`src/rtl/tmr16_pkg.sv`:
```
package tmr16_pkg;
  localparam int AW = 4;
  localparam int NFLAG = 5;

  localparam logic [AW-1:0] A_CTRL  = 4'd0;
  localparam logic [AW-1:0] A_EDGE  = 4'd1;
  localparam logic [AW-1:0] A_STAT  = 4'd2;
  localparam logic [AW-1:0] A_CAP1H = 4'd3;
  localparam logic [AW-1:0] A_CAP1L = 4'd4;
  localparam logic [AW-1:0] A_CMP1H = 4'd5;
  localparam logic [AW-1:0] A_CMP1L = 4'd6;
  localparam logic [AW-1:0] A_CNTH  = 4'd7;
  localparam logic [AW-1:0] A_CNTL  = 4'd8;
  localparam logic [AW-1:0] A_CAP2H = 4'd9;
  localparam logic [AW-1:0] A_CAP2L = 4'd10;
  localparam logic [AW-1:0] A_CMP2H = 4'd11;
  localparam logic [AW-1:0] A_CMP2L = 4'd12;

  // control bit positions
  localparam int C_LVL1 = 0;
  localparam int C_LVL2 = 1;
  localparam int C_PWM  = 2;
  localparam int C_OPM  = 3;
  localparam int C_OCIE = 4;
  localparam int C_ICIE = 5;
  localparam int C_TOIE = 6;
  localparam int CTRL_W = 7;

  // status bit positions
  localparam int F_ICF1 = 0;
  localparam int F_ICF2 = 1;
  localparam int F_OCF1 = 2;
  localparam int F_OCF2 = 3;
  localparam int F_TOF  = 4;

  function automatic logic [AW-1:0] cmp_hi_addr(input int ch);
    return (ch == 0) ? A_CMP1H : A_CMP2H;
  endfunction

  function automatic logic [AW-1:0] cmp_lo_addr(input int ch);
    return (ch == 0) ? A_CMP1L : A_CMP2L;
  endfunction

  // low data byte whose access completes the clear of flag k
  function automatic logic [AW-1:0] clr_addr(input int k);
    case (k)
      F_ICF1:  return A_CAP1L;
      F_ICF2:  return A_CAP2L;
      F_OCF1:  return A_CMP1L;
      F_OCF2:  return A_CMP2L;
      default: return A_CNTL;
    endcase
  endfunction
endpackage

```
`src/rtl/tmr16_counter.sv`:
```
module tmr16_counter #(
  parameter int          CW   = 16,
  parameter logic [CW-1:0] INIT = 16'hFFFC
) (
  input  logic          clk_i,
  input  logic          rst_ni,
  input  logic          halt_i,
  input  logic          reload_i,
  output logic [CW-1:0] cnt_o,
  output logic          ovf_o
);
  logic [CW-1:0] cnt_q;

  always_ff @(posedge clk_i or negedge rst_ni) begin
    if (!rst_ni)      cnt_q <= INIT;
    else if (!halt_i) cnt_q <= reload_i ? INIT : cnt_q + 1'b1;
  end

  assign cnt_o = cnt_q;
  assign ovf_o = !halt_i && !reload_i && (&cnt_q);
endmodule

```
`src/rtl/tmr16_cmp.sv`:
```
module tmr16_cmp #(
  parameter int CW = 16
) (
  input  logic          clk_i,
  input  logic          rst_ni,
  input  logic          wr_hi_i,
  input  logic          wr_lo_i,
  input  logic [CW/2-1:0] wdata_i,
  input  logic [CW-1:0] cnt_i,
  input  logic          halt_i,
  output logic [CW-1:0] val_o,
  output logic          match_o
);
  localparam int HW = CW / 2;

  logic [CW-1:0] val_q;
  logic          armed_q;

  always_ff @(posedge clk_i or negedge rst_ni) begin
    if (!rst_ni) begin
      val_q   <= '0;
      armed_q <= 1'b0;
    end else if (wr_hi_i) begin
      val_q[CW-1:HW] <= wdata_i;
      armed_q        <= 1'b0;
    end else if (wr_lo_i) begin
      val_q[HW-1:0] <= wdata_i;
      armed_q       <= 1'b1;
    end
  end

  assign val_o   = val_q;
  assign match_o = armed_q && !halt_i && (cnt_i == val_q);
endmodule

```
`src/rtl/tmr16_cap.sv`:
```
module tmr16_cap #(
  parameter int CW = 16
) (
  input  logic          clk_i,
  input  logic          rst_ni,
  input  logic          pin_i,
  input  logic          rise_i,
  input  logic          en_i,
  input  logic          halt_i,
  input  logic          wake_i,
  input  logic [CW-1:0] cnt_i,
  output logic [CW-1:0] cap_o,
  output logic          evt_o
);
  logic          prev_q, pend_q, edge_hit;
  logic [CW-1:0] cap_q;

  assign edge_hit = en_i && (rise_i ? (pin_i && !prev_q) : (!pin_i && prev_q));
  assign evt_o    = (edge_hit && !halt_i) || (en_i && wake_i && pend_q);

  always_ff @(posedge clk_i or negedge rst_ni) begin
    if (!rst_ni) begin
      prev_q <= 1'b0;
      pend_q <= 1'b0;
      cap_q  <= '0;
    end else begin
      prev_q <= pin_i;
      if (evt_o) cap_q <= cnt_i;
      if (wake_i && pend_q)         pend_q <= 1'b0;
      else if (edge_hit && halt_i)  pend_q <= 1'b1;
    end
  end

  assign cap_o = cap_q;
endmodule

```
`src/rtl/tmr16_top.sv`:
```
module tmr16_top
  import tmr16_pkg::*;
#(
  parameter int            CW   = 16,
  parameter logic [CW-1:0] INIT = 16'hFFFC
) (
  input  logic            clk_i,
  input  logic            rst_ni,
  input  logic [3:0]      addr_i,
  input  logic [CW/2-1:0] wdata_i,
  input  logic            we_i,
  input  logic            re_i,
  output logic [CW/2-1:0] rdata_o,
  input  logic            cap1_i,
  input  logic            cap2_i,
  output logic            cmp1_o,
  output logic            cmp2_o,
  input  logic            halt_i,
  input  logic            wake_i,
  input  logic            irq_mask_i,
  output logic            irq_o
);
  localparam int HW = CW / 2;

  logic [CTRL_W-1:0] ctrl_q;
  logic [1:0]        edge_q;
  logic [NFLAG-1:0]  flags_q, arm_q, flag_set, flag_clr;
  logic [1:0]        pin_q;
  logic [CW-1:0]     cnt;
  logic              ovf, reload, pwm, opm;
  logic [1:0]        match, cap_evt, cap_pin;
  logic [CW-1:0]     cmp_val [2];
  logic [CW-1:0]     cap_val [2];

  assign pwm     = ctrl_q[C_PWM];
  assign opm     = ctrl_q[C_OPM] && !pwm;  // PWM dominates
  assign cap_pin = {cap2_i, cap1_i};
  assign reload  = (pwm && match[1]) || (opm && cap_evt[0]);

  tmr16_counter #(.CW(CW), .INIT(INIT)) u_cnt (
    .clk_i, .rst_ni, .halt_i, .reload_i(reload), .cnt_o(cnt), .ovf_o(ovf)
  );

  for (genvar g = 0; g < 2; g++) begin : g_ch
    tmr16_cmp #(.CW(CW)) u_cmp (
      .clk_i, .rst_ni,
      .wr_hi_i(we_i && addr_i == cmp_hi_addr(g)),
      .wr_lo_i(we_i && addr_i == cmp_lo_addr(g)),
      .wdata_i, .cnt_i(cnt), .halt_i,
      .val_o(cmp_val[g]), .match_o(match[g])
    );
    tmr16_cap #(.CW(CW)) u_cap (
      .clk_i, .rst_ni,
      .pin_i(cap_pin[g]), .rise_i(edge_q[g]),
      .en_i((g != 0) || !pwm),  // input 1 cut off in PWM
      .halt_i, .wake_i, .cnt_i(cnt),
      .cap_o(cap_val[g]), .evt_o(cap_evt[g])
    );
  end

  always_comb begin
    flag_set         = '0;
    flag_set[F_ICF1] = cap_evt[0] || (pwm && match[1]);
    flag_set[F_ICF2] = cap_evt[1];
    flag_set[F_OCF1] = !pwm && match[0];
    flag_set[F_OCF2] = !pwm && match[1];
    flag_set[F_TOF]  = ovf;
    for (int k = 0; k < NFLAG; k++)
      flag_clr[k] = (we_i || re_i) && (addr_i == clr_addr(k)) && arm_q[k];
  end

  always_ff @(posedge clk_i or negedge rst_ni) begin
    if (!rst_ni) begin
      ctrl_q  <= '0;
      edge_q  <= '0;
      flags_q <= '0;
      arm_q   <= '0;
    end else begin
      if (we_i && addr_i == A_CTRL) ctrl_q <= wdata_i[CTRL_W-1:0];
      if (we_i && addr_i == A_EDGE) edge_q <= wdata_i[1:0];
      flags_q <= flag_set | (flags_q & ~flag_clr);
      arm_q   <= (re_i && addr_i == A_STAT) ? flags_q : (arm_q & ~flag_clr);
    end
  end

  always_ff @(posedge clk_i or negedge rst_ni) begin
    if (!rst_ni) begin
      pin_q <= '0;
    end else begin
      if (pwm && match[1])          pin_q[0] <= ctrl_q[C_LVL2];
      else if (opm && cap_evt[0])   pin_q[0] <= ctrl_q[C_LVL2];
      else if (match[0])            pin_q[0] <= ctrl_q[C_LVL1];
      if (!pwm && match[1])         pin_q[1] <= ctrl_q[C_LVL2];
    end
  end

  assign cmp1_o = pin_q[0];
  assign cmp2_o = pin_q[1];

  assign irq_o = !irq_mask_i && (
      (ctrl_q[C_OCIE] && (flags_q[F_OCF1] || flags_q[F_OCF2])) ||
      (ctrl_q[C_ICIE] && (flags_q[F_ICF1] || flags_q[F_ICF2])) ||
      (ctrl_q[C_TOIE] && flags_q[F_TOF]));

  always_comb begin
    case (addr_i)
      A_CTRL:  rdata_o = HW'(ctrl_q);
      A_EDGE:  rdata_o = HW'(edge_q);
      A_STAT:  rdata_o = HW'(flags_q);
      A_CAP1H: rdata_o = cap_val[0][CW-1:HW];
      A_CAP1L: rdata_o = cap_val[0][HW-1:0];
      A_CMP1H: rdata_o = cmp_val[0][CW-1:HW];
      A_CMP1L: rdata_o = cmp_val[0][HW-1:0];
      A_CNTH:  rdata_o = cnt[CW-1:HW];
      A_CNTL:  rdata_o = cnt[HW-1:0];
      A_CAP2H: rdata_o = cap_val[1][CW-1:HW];
      A_CAP2L: rdata_o = cap_val[1][HW-1:0];
      A_CMP2H: rdata_o = cmp_val[1][CW-1:HW];
      A_CMP2L: rdata_o = cmp_val[1][HW-1:0];
      default: rdata_o = '0;
    endcase
  end
endmodule

```
`config.mk`:
```
export PLATFORM = sky130hd
export DESIGN_NAME = tmr16_top
export DESIGN_NICKNAME = d
export VERILOG_FILES = /design/src/rtl/tmr16_pkg.sv /design/src/rtl/tmr16_counter.sv /design/src/rtl/tmr16_cmp.sv /design/src/rtl/tmr16_cap.sv /design/src/rtl/tmr16_top.sv
export SDC_FILE = /design/constraint.sdc
export NUM_CORES = 1
export LEC_CHECK = 0
export ABC_CLOCK_PERIOD_IN_PS = 4600
export BUFFER_PORTS_ARGS = -buffer_cell sky130_fd_sc_hd__buf_2
export CAP_MARGIN = 30
export CORE_ASPECT_RATIO = 1.25
export CORE_UTILIZATION = 40
export CTS_CLUSTER_SIZE = 25
export DETAILED_ROUTE_END_ITERATION = 16
export SYNTH_ARGS = -nofsm -noshare
export SYNTH_HDL_FRONTEND = slang
export SYNTH_HIERARCHICAL = 1
export SYNTH_SLANG_ARGS = --single-unit
```
`constraint.sdc`:
```
create_clock -name clk_i -period 4.6 [get_ports clk_i]
set_clock_uncertainty 0.2 [all_clocks]
set_input_delay 0.69 -clock clk_i [delete_from_list [all_inputs] [get_ports clk_i]]
set_output_delay 0.69 -clock clk_i [all_outputs]
set_load 0.01 [all_outputs]
```
==> metrics.yaml, run 1 <==
antenna_found_initial: 0
cts_hold_buffers: 0
die_y_um: 148.0
r2r_end: "flags_q[4]$_DFF_PN0_"
track_usage: 0.2636
finalSetupViolCount: 0
comb_power_share: 0.289
yosysWarnings: 6
synth_edf_count: 0
viasPerCell: 6.242
syn_area_um2: 6817
clock_sinks: 107
cp-end-kind: "output port"
gp_congestion: 0.9521
power.share.switching: 0.3893
grt_max_degree: 57
avgSynthCellArea_um2: 10.08
status: "complete, no violations"
path_depth: 6
fin_setup_tns_ns: 0
clockBufferDepth: 2
cts.repair.resized: 0
power.density_nw_per_um2: 468.2
drt_iter0_markers: 435
slowest_stage: "buf_2"
numCtsBuffers: 9
drt_first_pass_iters: 5
r2r_cells: 9
layout.nets: 707
cts_tree: "yes"
synth.distinct_cells: 75
via_count: 5680
switching_power_uw: 1348
async_flop_share: 1.000
critPathMaxStageDelay_ns: 0.65
rows: 53
start_kind: "input port"
drc: 0
tightest_slew_ns: 1.037
dpl.hpwl_mm: 15.86
clock_latency_ns: 0.36
grt_pass1_wl_mm: 34.30
path_clk_slew_ns: 0.07
cp_max_fo: 46
postSynthCellCount: 676
fillCellCount: 1605
crit_family: "simple AND/OR/NAND/NOR gates"
first_global_vias: 5712
hp-class: "in2async"
yosysTopAreaCell: "dfrtp_1"
diodes: 0
p_leak_uw: 0.003147
final_area_um2: 7393
period_needed_ns: 3.525
dieWidth_um: 118.8
htreeDepth: 3
drive_gt1_frac: 0.2493
slew_violations: 0
min_period_over_period: 0.7662
dieArea_um2: 17570
io_buffers: 31
rrSetupSlack_ns: 1.37
crit_end: "rdata_o[5]"
pwr-share-seq: 0.482
num_io_pins: 32
crit_chain: "buf_2, nor2_1, a32oi_1, nor2_1, or4_1, buf_2"
r2r-start: "u_cnt/cnt_o[11]$_DFFE_PN1N_"
rsz0062_at_grt: "false"
overflow: 0
layout_commonest_cell: "dfrtp_1"
required_ns: 3.71
root_buffer: "clkbuf_16"
ys_ff_latch: 107
cp.arrival_ns: 2.63
setup.worst_path.start: "addr_i[1]"
synthTopCellsByArea: "dfrtp_1 (34%), mux2_2 (13%), dfstp_2 (5.4%), xor2_1 (4.2%), o311ai_1 (4.0%)"
slew_headroom: 0.3071
place_area_um2: 7092
synth_top_area_frac: 0.3414
seq_area_frac_synth: 0.3954
wl_mm: 22.13
cts_setup_buffers: 0
area_growth_pct: 8.462
clkPwrFrac: 0.228
worstSetupPathType: "in2out"
core_um2: 16780
max_freq_mhz: 283.7
ir_drop_mv: 0.2294
mostFrequentLayoutCells: "dfrtp_1 (93), mux2_2 (76), nand2_1 (67), nand4_1 (42), inv_1 (36)"
ant_nets: 0
path_buf_inv: 2
hold_viol: 0
p_int_uw: 2114
start_util: 0.4063
routedWlPerCell_um: 24.32
cap_violations: 0
synthFlopType: "dfrtp_1"
## stage by stage
stage                     total power (uW)  instances  setup WS [ns]  hold WS [ns]    util
after detailed placement              2663        894          1.097        0.2896  0.4227
after CTS                             3459        910          1.107        0.1102  0.4407
after global placement                2623        893          1.133        0.2778  0.4211
after global routing                  3632        910         0.9589        0.1339  0.4407
final                                 3461        910          1.075        0.1016  0.4407
after floorplan                       2183        680          1.930        0.1944       -
## cells by family (layout without fill, tap and decap cells)
kind of cell             after synthesis  in the layout  share of synthesized area
buffers and inverters                 88             98                    0.06461
AND/OR/NAND/NOR                      229            229                     0.2017
flip-flops                           107            107                     0.3954
adder cells (fa/ha/maj)                1              1                   0.001835
AO/OA/AOI/OAI                        118            118                     0.1312
other                                  1              5                  0.0005501
multiplexers                          95             95                     0.1571
XOR/XNOR                              37             37                    0.04754
## Yosys cell counts, types with 6 or more instances
cell type / instances
and3_1: 8
dfstp_2: 14
dfrtp_1: 93
xor2_1: 33
o21ai_0: 19
mux2i_1: 14
mux2_2: 76
nor2_1: 18
nor3_1: 6
nand2b_1: 7
a31oi_1: 8
o311ai_1: 31
nor4_1: 7
nor3b_1: 8
a21oi_1: 7
nand4_1: 42
clkbuf_1: 7
buf_4: 9
buf_2: 25
nand2_1: 67
nand3_1: 16
inv_1: 36
clkbuf_2: 6
nor2b_1: 8
## final cells by class
cell class              instances  area [um^2]  area share
repair buffers                 46        290.3     0.03926
inverters                      36        135.1     0.01828
multi-input cells             485         3696      0.4999
clock inverters                 2        15.01    0.002031
well taps                     220        275.3     0.03723
clock buffers                  14        286.5     0.03875
flip-flops and latches        107         2695      0.3645
## how the worst min path moves through the flow
stage                                                  from                                 to  slack [ns]
final                                                rst_ni     g_ch[1].u_cap/prev_q$_DFF_PN0_        0.10
after detailed placement               pin_q[1]$_DFFE_PN0P_               pin_q[1]$_DFFE_PN0P_        0.29
after global routing                                 rst_ni     g_ch[1].u_cap/prev_q$_DFF_PN0_        0.13
after CTS                                            rst_ni     g_ch[1].u_cap/prev_q$_DFF_PN0_        0.11
after floorplan                                      rst_ni                 arm_q[0]$_DFF_PN0_        0.19
after global placement    g_ch[0].u_cmp/armed_q$_DFFE_PN0P_  g_ch[0].u_cmp/armed_q$_DFFE_PN0P_        0.28
## power by group through the flow
| stage | Combinational [uW] | Clock (uW) | Sequential (uW) |
|---|---|---|---|
| 6_report | 1000 | 790 | 1670 |
| 5_1_grt | 1100 | 842 | 1690 |
| 4_1_cts | 993 | 805 | 1660 |
| 3_5_place_dp | 987 | 0 | 1680 |
| 3_3_place_gp | 954 | 0 | 1670 |
| 2_1_floorplan | 713 | 0 | 1470 |
## per-layer routing
layer / GRT usage / part of all wire / vias up
li1: - / - / 2531
met1: 0.3324 / 0.41 / 2857
met2: 0.4275 / 0.49 / 229
met3: 0.02932 / 0.043 / 63
met4: 0.1747 / 0.056 / 0
met5: 0 / 0 / -
## registers in the layout (all words and copies together), names as in the netlist
| register | cells |
|---|---|
| g_ch.u_cap/pend_q | 2 |
| pin_q | 2 |
| g_ch.u_cap/prev_q | 2 |
| ctrl_q | 7 |
| edge_q | 2 |
| arm_q | 5 |
| g_ch.u_cmp/armed_q | 2 |
| g_ch.u_cap/cap_o | 32 |
| flags_q | 5 |
| g_ch.u_cmp/val_o | 32 |
| u_cnt/cnt_o | 16 |
No activity file was read; power rests on OpenSTA's default activity.
==> run 2: changes to the inputs <==
--- a/config.mk
+++ b/config.mk
@@ -5,7 +5,8 @@
 export SDC_FILE = /design/constraint.sdc
 export NUM_CORES = 1
 export LEC_CHECK = 0
-export ABC_CLOCK_PERIOD_IN_PS = 4600
+export ABC_AREA = 1
+export ABC_CLOCK_PERIOD_IN_PS = 2860
 export BUFFER_PORTS_ARGS = -buffer_cell sky130_fd_sc_hd__buf_2
 export CAP_MARGIN = 30
 export CORE_ASPECT_RATIO = 1.25
==> constraint.sdc (replaced) <==
create_clock -name clk_i -period 2.86 [get_ports clk_i]
set_clock_uncertainty 0.2 [all_clocks]
set_input_delay 0.429 -clock clk_i [delete_from_list [all_inputs] [get_ports clk_i]]
set_output_delay 0.429 -clock clk_i [all_outputs]
set_load 0.01 [all_outputs]
==> metrics.yaml, run 2 <==
cp-end-kind: "flop"
root_buffer: "clkbuf_16"
routedWlPerCell_um: 18.19
start_util: 0.4148
rows: 50
grt_pass1_wl_mm: 31.66
clock_sinks: 107
slew_violations: 0
required_ns: 2.95
yosysTopAreaCell: "dfrtp_1"
synth_top_area_frac: 0.3690
numCtsBuffers: 9
r2r-start: "u_cnt/cnt_o[10]$_DFFE_PN1N_"
dp_slack_ns: 0.4410
io_buffers: 31
slowest_stage: "dfstp_2"
comb_power_share: 0.275
drt_first_pass_iters: 6
diodes: 0
layout.nets: 928
yosysWarnings: 6
cts_setup_buffers: 0
hold_viol: 0
yosysMostFrequentCell: "nand2_1"
setup.worst_path.start: "u_cnt/cnt_o[10]$_DFFE_PN1N_"
synth.distinct_cells: 39
dpl.hpwl_mm: 15.23
status: "complete, no violations"
dieArea_um2: 16270
power.share.switching: 0.3783
finalSetupViolCount: 0
pwr-share-seq: 0.492
cpMostUsedCell: "nand2_1"
ir_drop_mv: 0.4059
ant_nets: 0
avgSynthCellArea_um2: 7.358
period_needed_ns: 2.477
mostFrequentLayoutCells: "nand2_1 (340), nand3_1 (101), dfrtp_1 (93), inv_1 (86), nor2_1 (56)"
hold_path.startpoint: "cap1_i"
viasPerCell: 5.102
clkPwrFrac: 0.233
max_freq_mhz: 403.8
drt_iter0_markers: 493
setup_ws_ns: 0.3833
ys_ff_latch: 107
place_inst: 1101
clockBufferDepth: 2
overflow: 0
rsz0062_at_grt: "false"
seq_area_frac_synth: 0.4274
crit_chain: "nand2_1, nand2_1, nand2_1, nor2_1, nand3_1, nor2_1, nand2_1, nand2_1, nand2_1, nand3_1"
cap_violations: 0
synth_commonest_cells: "nand2_1 (340), nand3_1 (101), dfrtp_1 (93), inv_1 (86), nor2_1 (56)"
cts.repair.resized: 0
gp_congestion: 0.9753
postSynthCellCount: 857
worstSetupPathType: "reg2reg"
drc: 0
clock_latency_ns: 0.35
layout_commonest_cell: "nand2_1"
start_kind: "flop"
switching_power_uw: 1936
drive_gt1_frac: 0.1581
min_period_over_period: 0.8660
slew_headroom: 0.5722
p_int_uw: 3181
cp.arrival_ns: 2.56
crit_family: "simple AND/OR/NAND/NOR gates"
die_y_um: 142.4
grt_max_degree: 48
synth_edf_count: 0
async_flop_share: 1.000
synthTopCellsByArea: "dfrtp_1 (37%), nand2_1 (20%), nand3_1 (8.0%), dfstp_2 (5.8%), inv_1 (5.1%)"
tightest_slew_ns: 0.6416
dieWidth_um: 114.3
path_buf_inv: 0
area_growth_pct: 11.41
wl_mm: 20.35
power_uw: 5117
fin_util: 0.4621
antenna_found_initial: 0
via_count: 5709
hp-class: "in2reg"
core_um2: 15200
power.density_nw_per_um2: 728.3
syn_area_um2: 6306
htreeDepth: 3
cp_max_fo: 12
cts_hold_buffers: 2
track_usage: 0.2668
critPathMaxStageDelay_ns: 0.71
fillCellCount: 1570
cts_tree: "yes"
synthFlopType: "dfrtp_1"
num_io_pins: 32
fin_setup_tns_ns: 0
first_global_vias: 5387
final_cells: 1119
p_leak_uw: 0.003707
path_clk_slew_ns: 0.07
-- run 2: power by group through the flow --
| stage | registers, uW | clock network (uW) | logic [uW] |
|---|---|---|---|
| 2_1_floorplan | 2350 | 0 | 987 |
| 3_3_place_gp | 2520 | 0 | 1390 |
| 3_5_place_dp | 2530 | 0 | 1400 |
| 4_1_cts | 2500 | 1220 | 1400 |
| 5_1_grt | 2570 | 1280 | 1600 |
| 6_report | 2520 | 1190 | 1410 |
-- run 2: metrics by stage --
step	area, um^2	hold WS (ns)
after floorplan	6314	-0.06659
after global placement	6731	0.2644
after detailed placement	6731	0.2678
after CTS	7025	0.006333
after global routing	7025	0.007574
final	7025	0.01413
-- run 2: final timing paths --
kind / slack (ns) / depth (start not counted) / end
max in group asynchronous: 1.22 / 3 / u_cnt/cnt_o[3]$_DFFE_PN1N_
worst min-delay path: 0.01 / 1 / g_ch[0].u_cap/prev_q$_DFF_PN0_
worst max-delay path: 0.38 / 10 / u_cnt/cnt_o[4]$_DFFE_PN1N_
min in group asynchronous: 0.44 / 2 / g_ch[0].u_cap/prev_q$_DFF_PN0_
worst min register to register: 0.28 / 2 / pin_q[1]$_DFFE_PN0P_
worst max register to register: 0.38 / 10 / u_cnt/cnt_o[4]$_DFFE_PN1N_
-- run 2: layout make-up --
cell class	instances	area [um^2]	area share
repair buffers	51	325.3	0.04630
well taps	208	260.3	0.03704
inverters	93	364.1	0.05183
flip-flops and latches	107	2695	0.3836
multi-input cells	644	3107	0.4422
clock inverters	2	10.01	0.001425
clock buffers	14	264.0	0.03758
-- run 2: logic make-up (layout without fill, tap and decap cells) --
family | count (synthesis) | count (layout) | synth area share
simple gates | 563 | 563 | 0.4022
flops | 107 | 107 | 0.4274
other cells | 1 | 3 | 0.0005947
compound gates | 57 | 57 | 0.05297
buf+inv | 108 | 160 | 0.08115
mux | 6 | 6 | 0.01429
fa+ha+maj | 1 | 1 | 0.001984
xor+xnor | 14 | 14 | 0.01944
-- run 2: routing by layer --
metal	part of all wire	wire length [um]	global-route usage
met5	0	0	0
met4	0.049	1003	0.1456
met3	0.049	991	0.02981
met2	0.47	9568	0.4284
met1	0.43	8786	0.3511
